**src/rtl/pnh_pkg.sv**
```systemverilog
package pnh_pkg;
  typedef enum logic [1:0] {
    MODE_IDLE = 2'd0,
    MODE_PULL = 2'd1,
    MODE_HOLD = 2'd2
  } pnh_mode_e;
endpackage

```
**src/rtl/pnh_duty_map.sv**
```systemverilog
// Saturates the duty code to the 10..90 % band and scales it to carrier ticks.
module pnh_duty_map #(
  parameter int PERIOD = 5208,
  parameter int DUTY_W = 8,
  parameter int TICK_W = 13
) (
  input  logic [DUTY_W-1:0] code_i,
  output logic [TICK_W-1:0] on_ticks_o
);
  localparam int FULL   = 1 << DUTY_W;
  localparam int LO     = (FULL + 9) / 10;
  localparam int HI     = (9 * FULL) / 10;
  localparam int PROD_W = DUTY_W + TICK_W;

  logic [DUTY_W-1:0] clamped;
  logic [PROD_W-1:0] prod;

  always_comb begin
    if (code_i < DUTY_W'(LO))      clamped = DUTY_W'(LO);
    else if (code_i > DUTY_W'(HI)) clamped = DUTY_W'(HI);
    else                           clamped = code_i;
    prod       = PROD_W'(clamped) * PROD_W'(PERIOD);
    on_ticks_o = TICK_W'(prod >> DUTY_W);
  end
endmodule

```
**src/rtl/pnh_carrier.sv**
```systemverilog
// Free-running carrier with duty latched at the period boundary.
module pnh_carrier #(
  parameter int PERIOD    = 5208,
  parameter int TICK_W    = 13,
  parameter int MIN_TICKS = 520,
  parameter int MAX_TICKS = 4680
) (
  input  logic              clk,
  input  logic              rst_n,
  input  logic [TICK_W-1:0] on_ticks_i,
  output logic              pwm_o
);
  localparam int CNT_W = (PERIOD > 1) ? $clog2(PERIOD) : 1;

  logic [CNT_W-1:0]  cnt_q, cnt_d;
  logic [TICK_W-1:0] duty_q, duty_d;
  logic              wrap;

  always_comb begin
    wrap   = (cnt_q == CNT_W'(PERIOD - 1));
    cnt_d  = wrap ? '0 : cnt_q + 1'b1;
    duty_d = wrap ? on_ticks_i : duty_q;
    pwm_o  = (TICK_W'(cnt_q) < duty_q);
  end

  always_ff @(posedge clk or negedge rst_n) begin
    if (!rst_n) begin
      cnt_q  <= '0;
      duty_q <= TICK_W'(MIN_TICKS);
    end else begin
      cnt_q <= cnt_d;
      if (wrap) duty_q <= duty_d;
    end
  end

  // the counter stays inside the period and restarts after its last tick
  a_r4_carrier_wraps: assert property (@(posedge clk) disable iff (!rst_n)
    (cnt_q == CNT_W'(PERIOD - 1)) |=> (cnt_q == '0));
  a_r4_carrier_in_range: assert property (@(posedge clk) disable iff (!rst_n)
    (cnt_q < CNT_W'(PERIOD)));
  // the latched duty moves only at a period boundary
  a_r6_duty_latched_at_wrap: assert property (@(posedge clk) disable iff (!rst_n)
    !wrap |=> $stable(duty_q));
  // the latched on-time is always inside the saturated band
  a_r5_duty_in_band: assert property (@(posedge clk) disable iff (!rst_n)
    (duty_q >= TICK_W'(MIN_TICKS)) && (duty_q <= TICK_W'(MAX_TICKS)));
endmodule

```
**src/rtl/pnh_pullin.sv**
```systemverilog
// Prescaled pull-in timer; cleared whenever pull-in is not running.
module pnh_pullin #(
  parameter int PRESC  = 125,
  parameter int LEN_W  = 16
) (
  input  logic             clk,
  input  logic             rst_n,
  input  logic             run_i,
  input  logic [LEN_W-1:0] len_i,
  output logic             done_o
);
  localparam int PRE_W = (PRESC > 1) ? $clog2(PRESC) : 1;

  logic [PRE_W-1:0] pre_q, pre_d;
  logic [LEN_W-1:0] cnt_q, cnt_d;
  logic             tick, endless, pre_en, cnt_en;

  always_comb begin
    tick    = (pre_q == PRE_W'(PRESC - 1));
    endless = &len_i;
    pre_en  = 1'b1;
    cnt_en  = !run_i || tick;
    if (!run_i) begin
      pre_d = '0;
      cnt_d = '0;
    end else begin
      pre_d = tick ? '0 : pre_q + 1'b1;
      cnt_d = cnt_q + 1'b1;
    end
    done_o = run_i && tick && !endless && (cnt_q == len_i);
  end

  always_ff @(posedge clk or negedge rst_n) begin
    if (!rst_n) begin
      pre_q <= '0;
      cnt_q <= '0;
    end else begin
      if (pre_en) pre_q <= pre_d;
      if (cnt_en) cnt_q <= cnt_d;
    end
  end

  // a timer that is not running holds no partial count
  a_r2_cleared_when_stopped: assert property (@(posedge clk) disable iff (!rst_n)
    !run_i |=> (pre_q == '0) && (cnt_q == '0));
endmodule

```
**src/rtl/pnh_seq.sv**
```systemverilog
// Idle / pull-in / hold sequencer.
module pnh_seq
  import pnh_pkg::*;
(
  input  logic      clk,
  input  logic      rst_n,
  input  logic      enable_i,
  input  logic      fault_i,
  input  logic      done_i,
  output pnh_mode_e mode_o
);
  pnh_mode_e mode_q, mode_d;

  always_comb begin
    mode_d = mode_q;
    if (!enable_i || fault_i) begin
      mode_d = MODE_IDLE;
    end else begin
      unique case (mode_q)
        MODE_IDLE: mode_d = MODE_PULL;
        MODE_PULL: mode_d = done_i ? MODE_HOLD : MODE_PULL;
        MODE_HOLD: mode_d = MODE_HOLD;
        default:   mode_d = MODE_IDLE;
      endcase
    end
  end

  always_ff @(posedge clk or negedge rst_n) begin
    if (!rst_n) mode_q <= MODE_IDLE;
    else        mode_q <= mode_d;
  end

  assign mode_o = mode_q;

  // a permitted request leaves idle for pull-in
  a_r1_idle_to_pull: assert property (@(posedge clk) disable iff (!rst_n)
    (mode_q == MODE_IDLE && enable_i && !fault_i) |=> (mode_q == MODE_PULL));
  // hold is never entered straight from idle
  a_r9_no_direct_hold: assert property (@(posedge clk) disable iff (!rst_n)
    (mode_q == MODE_IDLE) |=> (mode_q != MODE_HOLD));
endmodule

```
**src/rtl/pnh_driver.sv**
```systemverilog
// Peak-and-hold PWM load driver, top level.
module pnh_driver
  import pnh_pkg::*;
#(
  parameter int PERIOD = 5208,
  parameter int DUTY_W = 8,
  parameter int PRESC  = 125,
  parameter int PULL_W = 16
) (
  input  logic              clk,
  input  logic              rst_n,
  input  logic              enable_i,
  input  logic              thermal_i,
  input  logic [DUTY_W-1:0] duty_code_i,
  input  logic [PULL_W-1:0] pull_len_i,
  output logic              gate_o,
  output logic [1:0]        mode_o
);
  localparam int TICK_W    = $clog2(PERIOD + 1);
  localparam int FULL      = 1 << DUTY_W;
  localparam int MIN_TICKS = (((FULL + 9) / 10) * PERIOD) / FULL;
  localparam int MAX_TICKS = (((9 * FULL) / 10) * PERIOD) / FULL;

  logic              rst_meta, rst_sync_n;
  logic [TICK_W-1:0] on_ticks;
  logic              pwm, pull_done;
  pnh_mode_e         mode;

  always_ff @(posedge clk or negedge rst_n) begin
    if (!rst_n) begin
      rst_meta   <= 1'b0;
      rst_sync_n <= 1'b0;
    end else begin
      rst_meta   <= 1'b1;
      rst_sync_n <= rst_meta;
    end
  end

  pnh_duty_map #(.PERIOD(PERIOD), .DUTY_W(DUTY_W), .TICK_W(TICK_W)) u_map (
    .code_i     (duty_code_i),
    .on_ticks_o (on_ticks)
  );

  pnh_carrier #(.PERIOD(PERIOD), .TICK_W(TICK_W),
                .MIN_TICKS(MIN_TICKS), .MAX_TICKS(MAX_TICKS)) u_carrier (
    .clk        (clk),
    .rst_n      (rst_sync_n),
    .on_ticks_i (on_ticks),
    .pwm_o      (pwm)
  );

  pnh_pullin #(.PRESC(PRESC), .LEN_W(PULL_W)) u_pullin (
    .clk    (clk),
    .rst_n  (rst_sync_n),
    .run_i  (mode == MODE_PULL),
    .len_i  (pull_len_i),
    .done_o (pull_done)
  );

  pnh_seq u_seq (
    .clk      (clk),
    .rst_n    (rst_sync_n),
    .enable_i (enable_i),
    .fault_i  (thermal_i),
    .done_i   (pull_done),
    .mode_o   (mode)
  );

  assign gate_o = (mode == MODE_PULL) || ((mode == MODE_HOLD) && pwm);
  assign mode_o = mode;

  // a dropped request switches the load off by the next edge
  a_r7_disable_forces_off: assert property (@(posedge clk) disable iff (!rst_sync_n)
    !enable_i |=> !gate_o);
  // a thermal fault switches the load off by the next edge
  a_r8_fault_forces_off: assert property (@(posedge clk) disable iff (!rst_sync_n)
    thermal_i |=> (!gate_o && mode_o == 2'd0));
  // endless pull-in setting never hands over to hold
  a_r3_endless_pull: assert property (@(posedge clk) disable iff (!rst_sync_n)
    (mode_o == 2'd1 && (&pull_len_i) && enable_i && !thermal_i) |=> (mode_o == 2'd1));
  // only the three defined mode codes appear
  a_r10_mode_legal: assert property (@(posedge clk) disable iff (!rst_sync_n)
    mode_o != 2'd3);
endmodule

```
**config.mk**
```make
export PLATFORM = sky130hd
export DESIGN_NAME = pnh_driver
export DESIGN_NICKNAME = d
export VERILOG_FILES = /design/src/rtl/pnh_pkg.sv /design/src/rtl/pnh_duty_map.sv /design/src/rtl/pnh_carrier.sv /design/src/rtl/pnh_pullin.sv /design/src/rtl/pnh_seq.sv /design/src/rtl/pnh_driver.sv
export SDC_FILE = /design/constraint.sdc
export NUM_CORES = 1
export LEC_CHECK = 0
export ABC_AREA = 1
export BUFFER_PORTS_ARGS = -buffer_cell sky130_fd_sc_hd__clkbuf_2
export CAP_MARGIN = 20
export CORE_ASPECT_RATIO = 0.8
export CORE_MARGIN = 2
export CORE_UTILIZATION = 67
export DETAILED_ROUTE_END_ITERATION = 8
export PLACE_DENSITY = 0.9
export RECOVER_POWER = 100
export SLEW_MARGIN = 25
export SYNTH_ARGS = -nofsm -noshare
export SYNTH_HDL_FRONTEND = slang
export SYNTH_HIERARCHICAL = 1
export SYNTH_SLANG_ARGS = --single-unit
```
**constraint.sdc**
```tcl
create_clock -name clk -period 5.65 [get_ports clk]
set_clock_uncertainty 0.15 [all_clocks]
set_input_delay 1.13 -clock clk [delete_from_list [all_inputs] [get_ports clk]]
set_output_delay 1.13 -clock clk [all_outputs]
set_load 0.01 [all_outputs]
```
## After elaboration in Yosys (flattened, before gate mapping)

Cells that the tools add are included.

- $lt $le $gt $ge: 3
- Add/subtract/negate cells: 3
- Equal/unequal tests: 5
- $mul: 1
- Reduce and logical (&&, ||, !) cells: 12
- Mux-type cells: 9

Operators with widths:

| operator | count |
|---|---|
| $mul A8 B10 Y18 const B | 1 |
| $add A16 B1 Y16 const B | 1 |
| $eq A16 B16 Y1 | 1 |
| $mux W16 | 1 |
| $mux W8 | 2 |
| $reduce_and A16 Y1 | 1 |
| $mux W7 | 2 |
| $add A13 B1 Y13 const B | 1 |
| $eq A13 B13 Y1 const B | 1 |
| $lt A13 B13 Y1 | 1 |
| $mux W13 | 1 |
| $gt A8 B8 Y1 const B | 1 |
| $lt A8 B5 Y1 const B | 1 |
| $add A7 B1 Y7 const B | 1 |
| $eq A7 B7 Y1 const B | 1 |
| $pmux W2 S3 | 1 |
| $logic_and A1 B1 Y1 | 4 |
| $mux W2 | 2 |
| $logic_not A1 Y1 | 3 |
| $logic_or A1 B1 Y1 | 3 |
| $eq A2 B1 Y1 const B | 1 |
| $eq A2 B2 Y1 const B | 1 |
| $logic_not A2 Y1 | 1 |

- Output and inout bits: 3
- Register bits after elaboration: 53

## Depth between registers and ports, before layout

Gate-level depths: netlist of run 1.

- Depth after elaboration: 7
- Depth in mapped cells: 24
- Depth with buffers taken out: 24

## Cells and area by module

Netlist of run 1, hierarchy kept.

Modules (own cells, without submodules):

| module | area an instance (um2) | instances | cells each | seq. area each (um2) |
|---|---|---|---|---|
| pnh_pullin | 1664.1 | 1 | 250 | 575.6 |
| pnh_carrier | 1584.0 | 1 | 211 | 653.1 |
| pnh_duty_map | 1555.2 | 1 | 236 | 0.0 |
| pnh_seq | 90.1 | 1 | 12 | 50.0 |
| pnh_driver | 77.6 | 1 | 9 | 50.0 |

## Least setup slack after synthesis of run 1

OpenSTA, ideal clock, no wires.

- Kind: input -> register
- Start: input duty_code_i[1]
- End: register u_carrier.duty_q[7]
- Stages: 19
- Setup slack: 1.214 ns
- Required time: 5.384 ns
- Arrival time: 4.170 ns
- Path buffers: 0
- Cells stage by stage: inv_1 -> nand2_1 -> nand2_1 -> nand2_4 -> inv_2 -> a21oi_1 -> inv_1 -> ha_1 -> ha_1 -> ha_1 -> fa_1 -> ha_1 -> a21oi_1 -> o21ai_0 -> a21boi_0 -> nand2_1 -> xor2_1 -> nand3_1 -> nand2_1

- Word-level cells in the longest chain between the ends: 4
- Elaborated cells on any way between the ends: 5

Ends and longest elaborated chain:

| what | RTL line | text |
|---|---|---|
| start, declared | pnh_driver.sv:14 | `input logic [DUTY_W-1:0] duty_code_i,` |
| $gt A8 B8 Y1 | pnh_duty_map.sv:20 | `else if (code_i > DUTY_W'(HI)) clamped = DUTY_W'(HI);` |
| $mux W8 | pnh_duty_map.sv:20 |  |
| $mux W8 * | pnh_duty_map.sv:19 | `if (code_i < DUTY_W'(LO)) clamped = DUTY_W'(LO);` |
| $mul A8 B10 Y18 * | pnh_duty_map.sv:22 | `prod = PROD_W'(clamped) * PROD_W'(PERIOD);` |
| net on_ticks[7] | pnh_driver.sv:25 | `logic [TICK_W-1:0] on_ticks;` |
| end signal, assigned | pnh_carrier.sv:29 | `duty_q <= TICK_W'(MIN_TICKS);` |
| end signal, assigned | pnh_carrier.sv:32 | `if (wrap) duty_q <= duty_d;` |
| end, declared | pnh_carrier.sv:16 | `logic [TICK_W-1:0] duty_q, duty_d;` |

The timed path passes the listed nets; every way through them passes the cells marked *.
A chain may end at the register's enable or synchronous reset.

## Worst setup path in the final report of run 1

- Start: input duty_code_i[6]
- End: register u_carrier.duty_q[12]

Same word-level chain as after synthesis.

==> metrics.md, run 1 <==
| Metric | Value |
|---|---|
| CTS resizes | `0` |
| Share of cells above drive strength 1 | `under 10%` |
| EDFF count, synth | `0` |
| Synth top area share | `about a quarter` |
| Synth-to-Final Area Change | `4.958%` |
| Die H | `between 80 and 90 um` |
| Top cells by count, synth | `nand2_1, inv_1, nor2_1, ha_1, nand3_1` |
| Status | `finished with violations` |
| Post-DP HPWL | `~8.7 mm` |
| Critical path data required time | `~5.7 ns` |
| FF+latch count, synth | `53` |
| Area occupied by multi-input gates | `a little over 3000 sq um` |
| Sequential area share after synthesis | `26.73%` |
| Synth Warn # | `6` |
| Core Util, Final | `a little under three quarters` |
| Failing checks | `max-capacitance violations, max-slew violations` |
| Die X | `between 100 and 150 um` |
| Routed via count | `4558` |
| Iter 0 DRT Violations | `230` |
| Slew Limit Headroom | `-82.80%` |
| Syn Inst Count | `approximately 700` |
| Antenna-violating nets left | `0` |
| Max clock buf depth | `2` |
| Cell Chain, Critical Path | `clkbuf_1 > nand2_1 > nor2_1 > inv_1 > a21oi_1 > inv_1 > ha_1 > ha_1 > inv_1 > fa_1 > inv_1 > ha_1 > ha_1 > a21oi_1 > nor2_1 > nor2_1 > nand2_2 > nand2_1 > nand2_1 > nand2_1 > nand2_1 > nand3_1 > nand2_1` |
| Nets | `between 800 and 900` |
| Ranking of synthesized cells by area | `dfrtp_1, nand2_1, ha_1, inv_1, nor2_1` |
| CP max stage delay | `approximately 0.50 ns` |
| TritonCTS Buffers | `5` |
| Core ar. | `~7300 sq um` |
| Hold crit path type | `reg -> reg` |
| Mean Syn Cell Area | `approximately 6.9 sq um` |
| Fin crit period | `slightly below 5 ns` |
| CTS sink cnt | `53` |
| Gpl congestion | `0.9332` |
| DRT Wirelength | `10.78 mm` |
| Post-CTS Setup Repair Bufs | `0` |
| CP max FO | `7` |
| Initial Util | `68.22%` |
| PD cells | `209.1 nW/um^2` |
| Setup Total Neg Slack | `0 ns` |
| Fin. max-slew vios | `between 50 and 60` |
| Die area | `roughly 8100 sq um` |
| Initial antenna violation count | `0` |
| Drt wl/cell | `roughly 13 um` |
| Worst setup EP type | `flop` |
| Net count after synthesis | `814` |
| CP Data Arrival Time | `slightly below 5 ns` |
| Ys flop type | `dfrtp_1` |
| Reg clk slew, reported paths | `0.09 ns` |
| Most common cell in the netlist | `nand2_1` |
| Worst path most repeated cell | `nand2_1` |
| Diode count | `0` |
| Rows | `28` |
| Post-route DRC | `0` |
| Top Ports | `31` |
| Htree depth | `2` |
| Via density | `about 5.4` |
| Setup crit start kind | `primary input` |
| Skew-Pair Late Insertion Delay | `0.30 ns` |
| CP top delay family | `adder cells` |
| Async SR Flop Fraction | `100.0%` |
| Max Cap Viol | `1` |
| Setup violations, final | `0` |
| Total gr overflow | `0` |
| Slowest cell on the critical path | `fa_1` |
| VDD IR max | `0.1785 mV` |
| GRT Util Overall | `about 28%` |
| Number of global-route vias before repair | `4293` |
| Yosys top cell by area | `dfrtp_1` |
| RSZ-0062 raised after global routing | `false` |
| I/O Buffers | `30` |
| Fill count | `588` |
| Final hold vios | `0` |
| Hold-fix buffers at CTS | `0` |
| Fmax | `0.2079 GHz` |
| Pin count of the biggest net entering global routing | `52` |
| First-pass iteration count of the detailed router | `5` |
| Static Leak | `slightly below 3 nW` |
| Worst setup path class | `in -> reg` |
| Root Buffer Master | `clkbuf_8` |
| CTS tree | `done` |
| Crit path buffers/inverters | `5` |
| Synth unique cells | `34` |
| Final hold slack | `roughly 0.21 ns` |
| Area occupied by registers | `1330 sq um` |
| First-pass GRT wire length | `about 19 mm` |
| Synthesized cell area | `around 5000 sq um` |
| Period utilization | `85.13%` |
| Slew @ Worst Pin | `2.742 ns` |
-- per-stage QoR --
stage | std cells | worst slack [ns] | power, W | area [sq um]
6_report | 840 | 0.8404 | 0.001091 | 5218
5_1_grt | 840 | 0.5243 | 0.001174 | 5218
4_1_cts | 840 | 1.093 | 0.001092 | 5306
3_5_place_dp | 832 | 0.7892 | 0.0008322 | 5195
3_3_place_gp | 832 | 0.9114 | 0.0008174 | 5195
2_1_floorplan | 718 | 1.214 | 0.0007245 | 4971
-- cells by family (layout without fill, tap and decap cells) --
group	after synthesis	in the layout	share of synthesized area [%]
other cells	1	1	0.07544
xor+xnor	20	20	3.524
compound gates	46	46	5.109
buf+inv	125	157	9.892
simple gates	405	405	36.50
flops	53	53	26.73
fa+ha+maj	68	68	18.17
-- placed cells by master, fill, tap and decap left out, types with 2 or more instances in the layout --
master	count
a211oi_1	2
a21o_1	2
a21oi_1	24
a31oi_1	2
clkbuf_1	7
clkbuf_2	25
clkbuf_8	5
dfrtp_1	50
dfstp_2	2
fa_1	7
ha_1	61
inv_1	114
inv_2	3
nand2_1	215
nand2_2	12
nand2_4	4
nand3_1	53
nand3_2	3
nand4_1	8
nor2_1	92
nor2_2	4
nor2_4	3
nor3_1	8
o21ai_0	12
o21bai_1	2
or2_2	3
xnor2_1	7
xor2_1	13
-- final timing paths --
| path | cells past startpoint | start | endpoint | slack, ns |
|---|---|---|---|---|
| setup / recovery | 23 | duty_code_i[6] | u_carrier/duty_q[12]$_DFFE_PN0N_ | 0.84 |
| hold / removal | 0 | rst_meta$_DFF_PN0_ | rst_sync_n$_DFF_PN0_ | 0.21 |
| setup reg to reg | 1 | rst_sync_n$_DFF_PN0_ | u_carrier/duty_q[7]$_DFFE_PN0N_ | 2.72 |
| hold reg to reg | 0 | rst_meta$_DFF_PN0_ | rst_sync_n$_DFF_PN0_ | 0.21 |
| max in group asynchronous | 1 | rst_sync_n$_DFF_PN0_ | u_carrier/duty_q[7]$_DFFE_PN0N_ | 2.72 |
| min in group asynchronous | 1 | rst_n | rst_meta$_DFF_PN0_ | 0.44 |
-- flip-flops by register name, summed over array words and instances, names as in the netlist --
register          flops
rst_meta              1
rst_sync_n            1
u_carrier/cnt_q      13
u_carrier/duty_q     13
u_pullin/cnt_q       16
u_pullin/pre_q        7
u_seq/mode_o          2
-- cell type report --
type | count | area share, %
multi-input cells | 540 | 58.87
clock inverters | 2 | 0.7434
flip-flops and latches | 53 | 25.49
inverters | 118 | 8.513
well taps | 90 | 2.158
clock buffers | 6 | 1.391
repair buffers | 31 | 2.830
-- where the power goes --
group / switching, W / internal [W] / leakage [nW]
registers: 0.00000140 / 0.000381 / 0.716
logic: 0.000288 / 0.000164 / 2.15
clock network: 0.000123 / 0.000133 / 0.0554
total: 0.000412 / 0.000679 / 2.92
-- per-layer routing --
metal	vias up	global-route usage [%]	wire, um
met5	-	0	0
met4	0	8.767	197
met3	24	4.045	557
met2	141	46.71	5111
met1	2096	37.81	4915
li1	2297	-	-
No activity file was read; power rests on OpenSTA's default activity.
==> run 2, diff against run 1 <==
--- a/config.mk
+++ b/config.mk
@@ -8,7 +8,7 @@
 export ABC_AREA = 1
 export BUFFER_PORTS_ARGS = -buffer_cell sky130_fd_sc_hd__clkbuf_2
 export CAP_MARGIN = 20
-export CORE_ASPECT_RATIO = 0.8
+export CORE_ASPECT_RATIO = 1.5
 export CORE_MARGIN = 2
 export CORE_UTILIZATION = 67
 export DETAILED_ROUTE_END_ITERATION = 8
==> run 2 against run 1 <==
Net effect: the run still ends with max-capacitance violations, max-slew violations left; clock-buffer cell count increased by 1; final area increased by 0.14%; sequential share of layout area decreased by 0.061 points; global-route usage increased by 2.1 points; clock power increased by 6%; worst hold slack improved by 0.0054 ns; non-clock buffer count decreased by 1; maximum frequency decreased by 1.4%; power increased by 1.3%; sequential power increased by 2%; die area increased by 0.12%; critical path type unchanged; critical endpoint is now u_carrier/duty_q[7]$_DFFE_PN0N_; largest power group unchanged.
==> metrics.md, run 2 (same netlist as run 1, synthesis figures left out) <==
| Metric | Value |
|---|---|
| Number of global-route vias before repair | `roughly 4700` |
| Diode count | `0` |
| Reg clk slew, reported paths | `0.09 ns` |
| Post-CTS Setup Repair Bufs | `0` |
| Area occupied by multi-input gates | `3067 sq um` |
| Routed via count | `4591` |
| VDD IR max | `0.1659 mV` |
| Worst setup path class | `in -> reg` |
| Setup Total Neg Slack | `0 ns` |
| Die X | `74.33 um` |
| Cell Chain, Critical Path | `clkbuf_1 > nand2_1 > nor2_1 > inv_1 > a21oi_1 > inv_1 > ha_1 > ha_1 > ha_1 > fa_1 > ha_1 > a21oi_1 > o21ai_0 > a21boi_0 > nand2_1 > xor2_1 > nand3_1 > nand2_1` |
| Failing checks | `max-capacitance violations, max-slew violations` |
| Final hold vios | `0` |
| CTS sink cnt | `53` |
| Nets | `844` |
| GRT Util Overall | `a little under a third` |
| Static Leak | `2.923 nW` |
| Hold path start | `rst_meta$_DFF_PN0_` |
| Crit path buffers/inverters | `3` |
| Antenna-violating nets left | `0` |
| Pin count of the biggest net entering global routing | `52` |
| Fin crit period | `between 4 and 5 ns` |
| CP max FO | `6` |
| First-pass iteration count of the detailed router | `5` |
| Iter 0 DRT Violations | `286` |
| Commonest cells after routing, fill and taps aside | `nand2_1, inv_1, nor2_1` |
| Max Cap Viol | `1` |
| RSZ-0062 raised after global routing | `false` |
| Largest Register | `u_pullin/cnt_q` |
| Die area | `8139 sq um` |
| Share of cells above drive strength 1 | `8.812%` |
| CP Data Arrival Time | `slightly below 5 ns` |
| I/O Buffers | `30` |
| Skew-Pair Late Insertion Delay | `0.32 ns` |
| Setup violations, final | `0` |
| Gpl congestion | `0.9170` |
| Initial antenna violation count | `0` |
| TritonCTS Buffers | `5` |
| Fin. max-slew vios | `52` |
| Setup crit start kind | `primary input` |
| Top Ports | `31` |
| Worst setup EP type | `flop` |
| Initial Util | `68.78%` |
| Htree depth | `2` |
| CP top delay family | `adder cells` |
| Fmax | `0.2050 GHz` |
| Period utilization | `a little under nine tenths` |
| Total gr overflow | `0` |
| CP max stage delay | `0.49 ns` |
| Most common cell after layout, fill and taps aside | `nand2_1` |
| CTS resizes | `0` |
| Max clock buf depth | `2` |
| Slew Limit Headroom | `-35.22%` |
| Post-DP HPWL | `around 8.9 mm` |
| Critical path data required time | `~5.7 ns` |
| DRT Wirelength | `11.13 mm` |
| Drt wl/cell | `13.11 um` |
| Hold crit path type | `reg -> reg` |
| Slowest cell on the critical path | `fa_1` |
| Fill count | `603` |
| Root Buffer Master | `clkbuf_8` |
| Post-route DRC | `0` |
| Area occupied by registers | `1329 sq um` |
| Status | `finished with violations` |
| Die H | `about 110 um` |
| Max reg flops | `16` |
| Top flop regs | `u_pullin/cnt_q: 16 flops, u_carrier/cnt_q: 13 flops, u_carrier/duty_q: 13 flops` |
| Worst path most repeated cell | `ha_1` |
| CTS tree | `done` |
| RR Startpoint | `u_carrier/cnt_q[3]$_DFF_PN0_` |
| First-pass GRT wire length | `approximately 19 mm` |
| Core ar. | `7227 sq um` |
| Slew @ Worst Pin | `2.028 ns` |
| Crit. Startpoint | `duty_code_i[5]` |
| Rows | `38` |
| Overall power | `0.001105 W` |
| Via density | `5.408` |
| PD cells | `211.4 nW/um^2` |
| Final hold slack | `0.2198 ns` |
| Synth-to-Final Area Change | `5.109%` |
| Hold-fix buffers at CTS | `0` |
run 2: cell types whose count changed in the layout (fill, tap and decap cells not counted):
cell,previous run,this run
clkbuf_8,5,6
dfrtp_1,50,51
dfrtp_2,1,0
clkinv_4,1,0
nand2_2,12,10
nand2_1,215,217
clkbuf_1,7,6
run 2: final cells by class:
class                   count  area share (%)
inverters                 118           8.501
clock buffers               7           1.652
clock inverters             1          0.5747
well taps                 100           2.395
flip-flops and latches     53           25.43
multi-input cells         540           58.69
repair buffers             30           2.754
run 2: final timing paths:
check / to / slack [ns] / cells past startpoint
min in group asynchronous: rst_sync_n$_DFF_PN0_ / 0.42 / 1
min: rst_sync_n$_DFF_PN0_ / 0.22 / 0
max in group asynchronous: u_pullin/pre_q[3]$_DFF_PN0_ / 3.47 / 0
min reg2reg: rst_sync_n$_DFF_PN0_ / 0.22 / 0
max reg2reg: u_carrier/cnt_q[4]$_DFF_PN0_ / 3.12 / 6
max: u_carrier/duty_q[7]$_DFFE_PN0N_ / 0.77 / 18
run 2: metal layers:
metal  wire length, um  part of all wire (%)  track usage, %  vias to the layer above
li1                  -                     -               -                     2293
met1              4061                    36           29.16                     2117
met2              6175                    55           59.31                      132
met3               336                   3.0           3.758                       49
met4               556                   5.0           15.82                        0
met5                 0                     0               0                        -
run 2: where the power goes:
group | switching [W] | internal (W)
clock | 0.000127 | 0.000145
sequential | 0.00000823 | 0.000381
combinational | 0.000282 | 0.000163
run 2: through the flow:
step                util [%]  setup WS (ns)  std cells  cell area, sq um
finish                 72.30         0.7721        849              5225
global route           72.30         0.5252        849              5225
CTS                    73.60          1.036        849              5319
detailed placement     71.99         0.7227        841              5202
global placement       71.95         0.8943        841              5200
floorplan                  -          1.214        718              4971
==> run 3, diff against run 2 <==
==> constraint.sdc (replaced) <==
create_clock -name clk -period 6.3 [get_ports clk]
set_clock_uncertainty 0.15 [all_clocks]
set_input_delay 1.26 -clock clk [delete_from_list [all_inputs] [get_ports clk]]
set_output_delay 1.26 -clock clk [all_outputs]
set_load 0.01 [all_outputs]
==> run 3 against run 2 <==
Net effect: first-iteration DRC count grew 5.9%; cell count did not move; worst hold slack got worse by 0.00096 ns; worst setup slack improved by 0.63 ns; critical path depth grew 2; the run still ends with max-capacitance violations, max-slew violations left; clock-buffer cell count is 2 lower; largest cell class unchanged.
==> metrics.md, run 3 (same netlist as run 1, synthesis figures left out) <==
| Metric | Value |
|---|---|
| RSZ-0062 raised after global routing | `false` |
| Reg-to-reg endpoint | `u_carrier/cnt_q[4]$_DFF_PN0_` |
| RR Startpoint | `u_carrier/cnt_q[3]$_DFF_PN0_` |
| Diode count | `0` |
| Number of global-route vias before repair | `about 4600` |
| Root Buffer Master | `clkbuf_8` |
| Htree depth | `2` |
| R2R cell count | `6` |
| Static Leak | `slightly below 3 nW` |
| Failing checks | `max-capacitance violations, max-slew violations` |
| I/O Buffers | `30` |
| Largest Register | `u_pullin/cnt_q` |
| Total gr overflow | `0` |
| Routed via count | `roughly 4600` |
| Fin. max-slew vios | `52` |
| Initial Util | `68.78%` |
| Initial antenna violation count | `0` |
| Share of cells above drive strength 1 | `8.812%` |
| Core ar. | `7227 sq um` |
| Reg clk slew, reported paths | `~0.1 ns` |
| Die X | `between 70 and 80 um` |
| Hold crit path type | `reg -> reg` |
| Most common cell after layout, fill and taps aside | `nand2_1` |
| Critical path data required time | `about 6.4 ns` |
| Top flop regs | `u_pullin/cnt_q: 16 flops, u_carrier/cnt_q: 13 flops, u_carrier/duty_q: 13 flops` |
| Nets | `844` |
| Skew-Pair Late Insertion Delay | `about 0.32 ns` |
| VDD IR max | `0.1556 mV` |
| Gpl congestion | `0.9171` |
| CTS sink cnt | `53` |
| Rows | `38` |
| GRT Util Overall | `29.37%` |
| Commonest cells after routing, fill and taps aside | `nand2_1, inv_1, nor2_1` |
| Die area | `8139 sq um` |
| Status | `finished with violations` |
| CP max FO | `6` |
| Fmax | `a little over 0.2 GHz` |
| Setup Total Neg Slack | `0 ns` |
| First-pass GRT wire length | `18.63 mm` |
| Top Ports | `31` |
| CP Data Arrival Time | `4.95 ns` |
| Worst setup path class | `in -> reg` |
| Final hold slack | `0.2188 ns` |
| Via density | `5.384` |
| TritonCTS Buffers | `5` |
| Pin count of the biggest net entering global routing | `52` |
| PD cells | `approximately 190 nW/um^2` |
| Drt wl/cell | `13.09 um` |
| Worst setup EP type | `flop` |
| Hold-fix buffers at CTS | `0` |
| CTS resizes | `0` |
| Post-CTS Setup Repair Bufs | `0` |
| Max reg flops | `16` |
| Post-route DRC | `0` |
| Slew Limit Headroom | `-36.79%` |
| Synth-to-Final Area Change | `5.084%` |
| R2r setup slk | `3.84 ns` |
| Crit. Startpoint | `duty_code_i[7]` |
| Post-DP HPWL | `8.884 mm` |
| CTS tree | `done` |
| Hold path start | `rst_meta$_DFF_PN0_` |
| Die H | `109.5 um` |
| Setup violations, final | `0` |
| Antenna-violating nets left | `0` |
| DRT Wirelength | `11.11 mm` |
| Slew @ Worst Pin | `2.052 ns` |
| Setup crit start kind | `primary input` |
| Max clock buf depth | `2` |
| Fin crit period | `4.897 ns` |
| Max Cap Viol | `1` |
| CP endpoint | `u_carrier/duty_q[7]$_DFFE_PN0N_` |
| First-pass iteration count of the detailed router | `5` |
| Final hold vios | `0` |
| Iter 0 DRT Violations | `303` |
| Period utilization | `77.73%` |
run 3: stage by stage:
step                setup slack [ns]  utilization, %  cell area (sq um)   power, W  std cells
global route                   1.131           72.28               5224   0.001049        849
CTS                            1.569           73.58               5318  0.0009863        849
global placement               1.414           71.95               5200  0.0007309        841
floorplan                      1.734               -               4971  0.0006498        718
detailed placement             1.245           71.99               5202  0.0007474        841
finish                         1.403           72.28               5224  0.0009827        849
run 3: report_power, final:
part	switching [W]	total, W	internal [W]
clock network	0.000119	0.000238	0.000119
registers	0.00000743	0.000349	0.000341
logic	0.000250	0.000396	0.000146
run 3: final cells by class:
type                            count  area [sq um]
Multi-Input combinational cell    540          3067
Inverter                          118         444.2
Fill cell                         622          2003
Sequential cell                    53          1329
Clock buffer                        5         68.82
Timing Repair Buffer               30         143.9
Tap cell                          100         125.1
Clock inverter                      3         46.29
run 3: worst min path at each step:
| stage | end | slack, ns | depth (start not counted) |
|---|---|---|---|
| floorplan | rst_sync_n$_DFF_PN0_ | 0.18 | 0 |
| global placement | rst_sync_n$_DFF_PN0_ | 0.19 | 0 |
| detailed placement | rst_sync_n$_DFF_PN0_ | 0.20 | 0 |
| CTS | rst_sync_n$_DFF_PN0_ | 0.22 | 0 |
| global route | rst_sync_n$_DFF_PN0_ | 0.24 | 0 |
| finish | rst_sync_n$_DFF_PN0_ | 0.22 | 0 |
run 3: critical path: stages:
cell and delay, ns:
clkbuf_1 0.15, inv_1 0.13, nand2_1 0.10, nor2_1 0.07
nand2_4 0.09, inv_1 0.08, a21oi_1 0.22, inv_1 0.12
ha_1 0.34, ha_1 0.29, ha_1 0.30, fa_1 0.49
ha_1 0.38, a21oi_1 0.21, o21ai_0 0.13, a21boi_0 0.20
nand2_1 0.10, xor2_1 0.14, nand3_1 0.08, nand2_1 0.06
run 3: routing by layer:
metal / wire length (um) / share of wire [%] / track usage, %
met1: 4066 / 37 / 26.80
met2: 6224 / 56 / 59.31
met3: 267 / 2.4 / 2.933
met4: 554 / 5.0 / 17.22
met5: 0 / 0 / 0
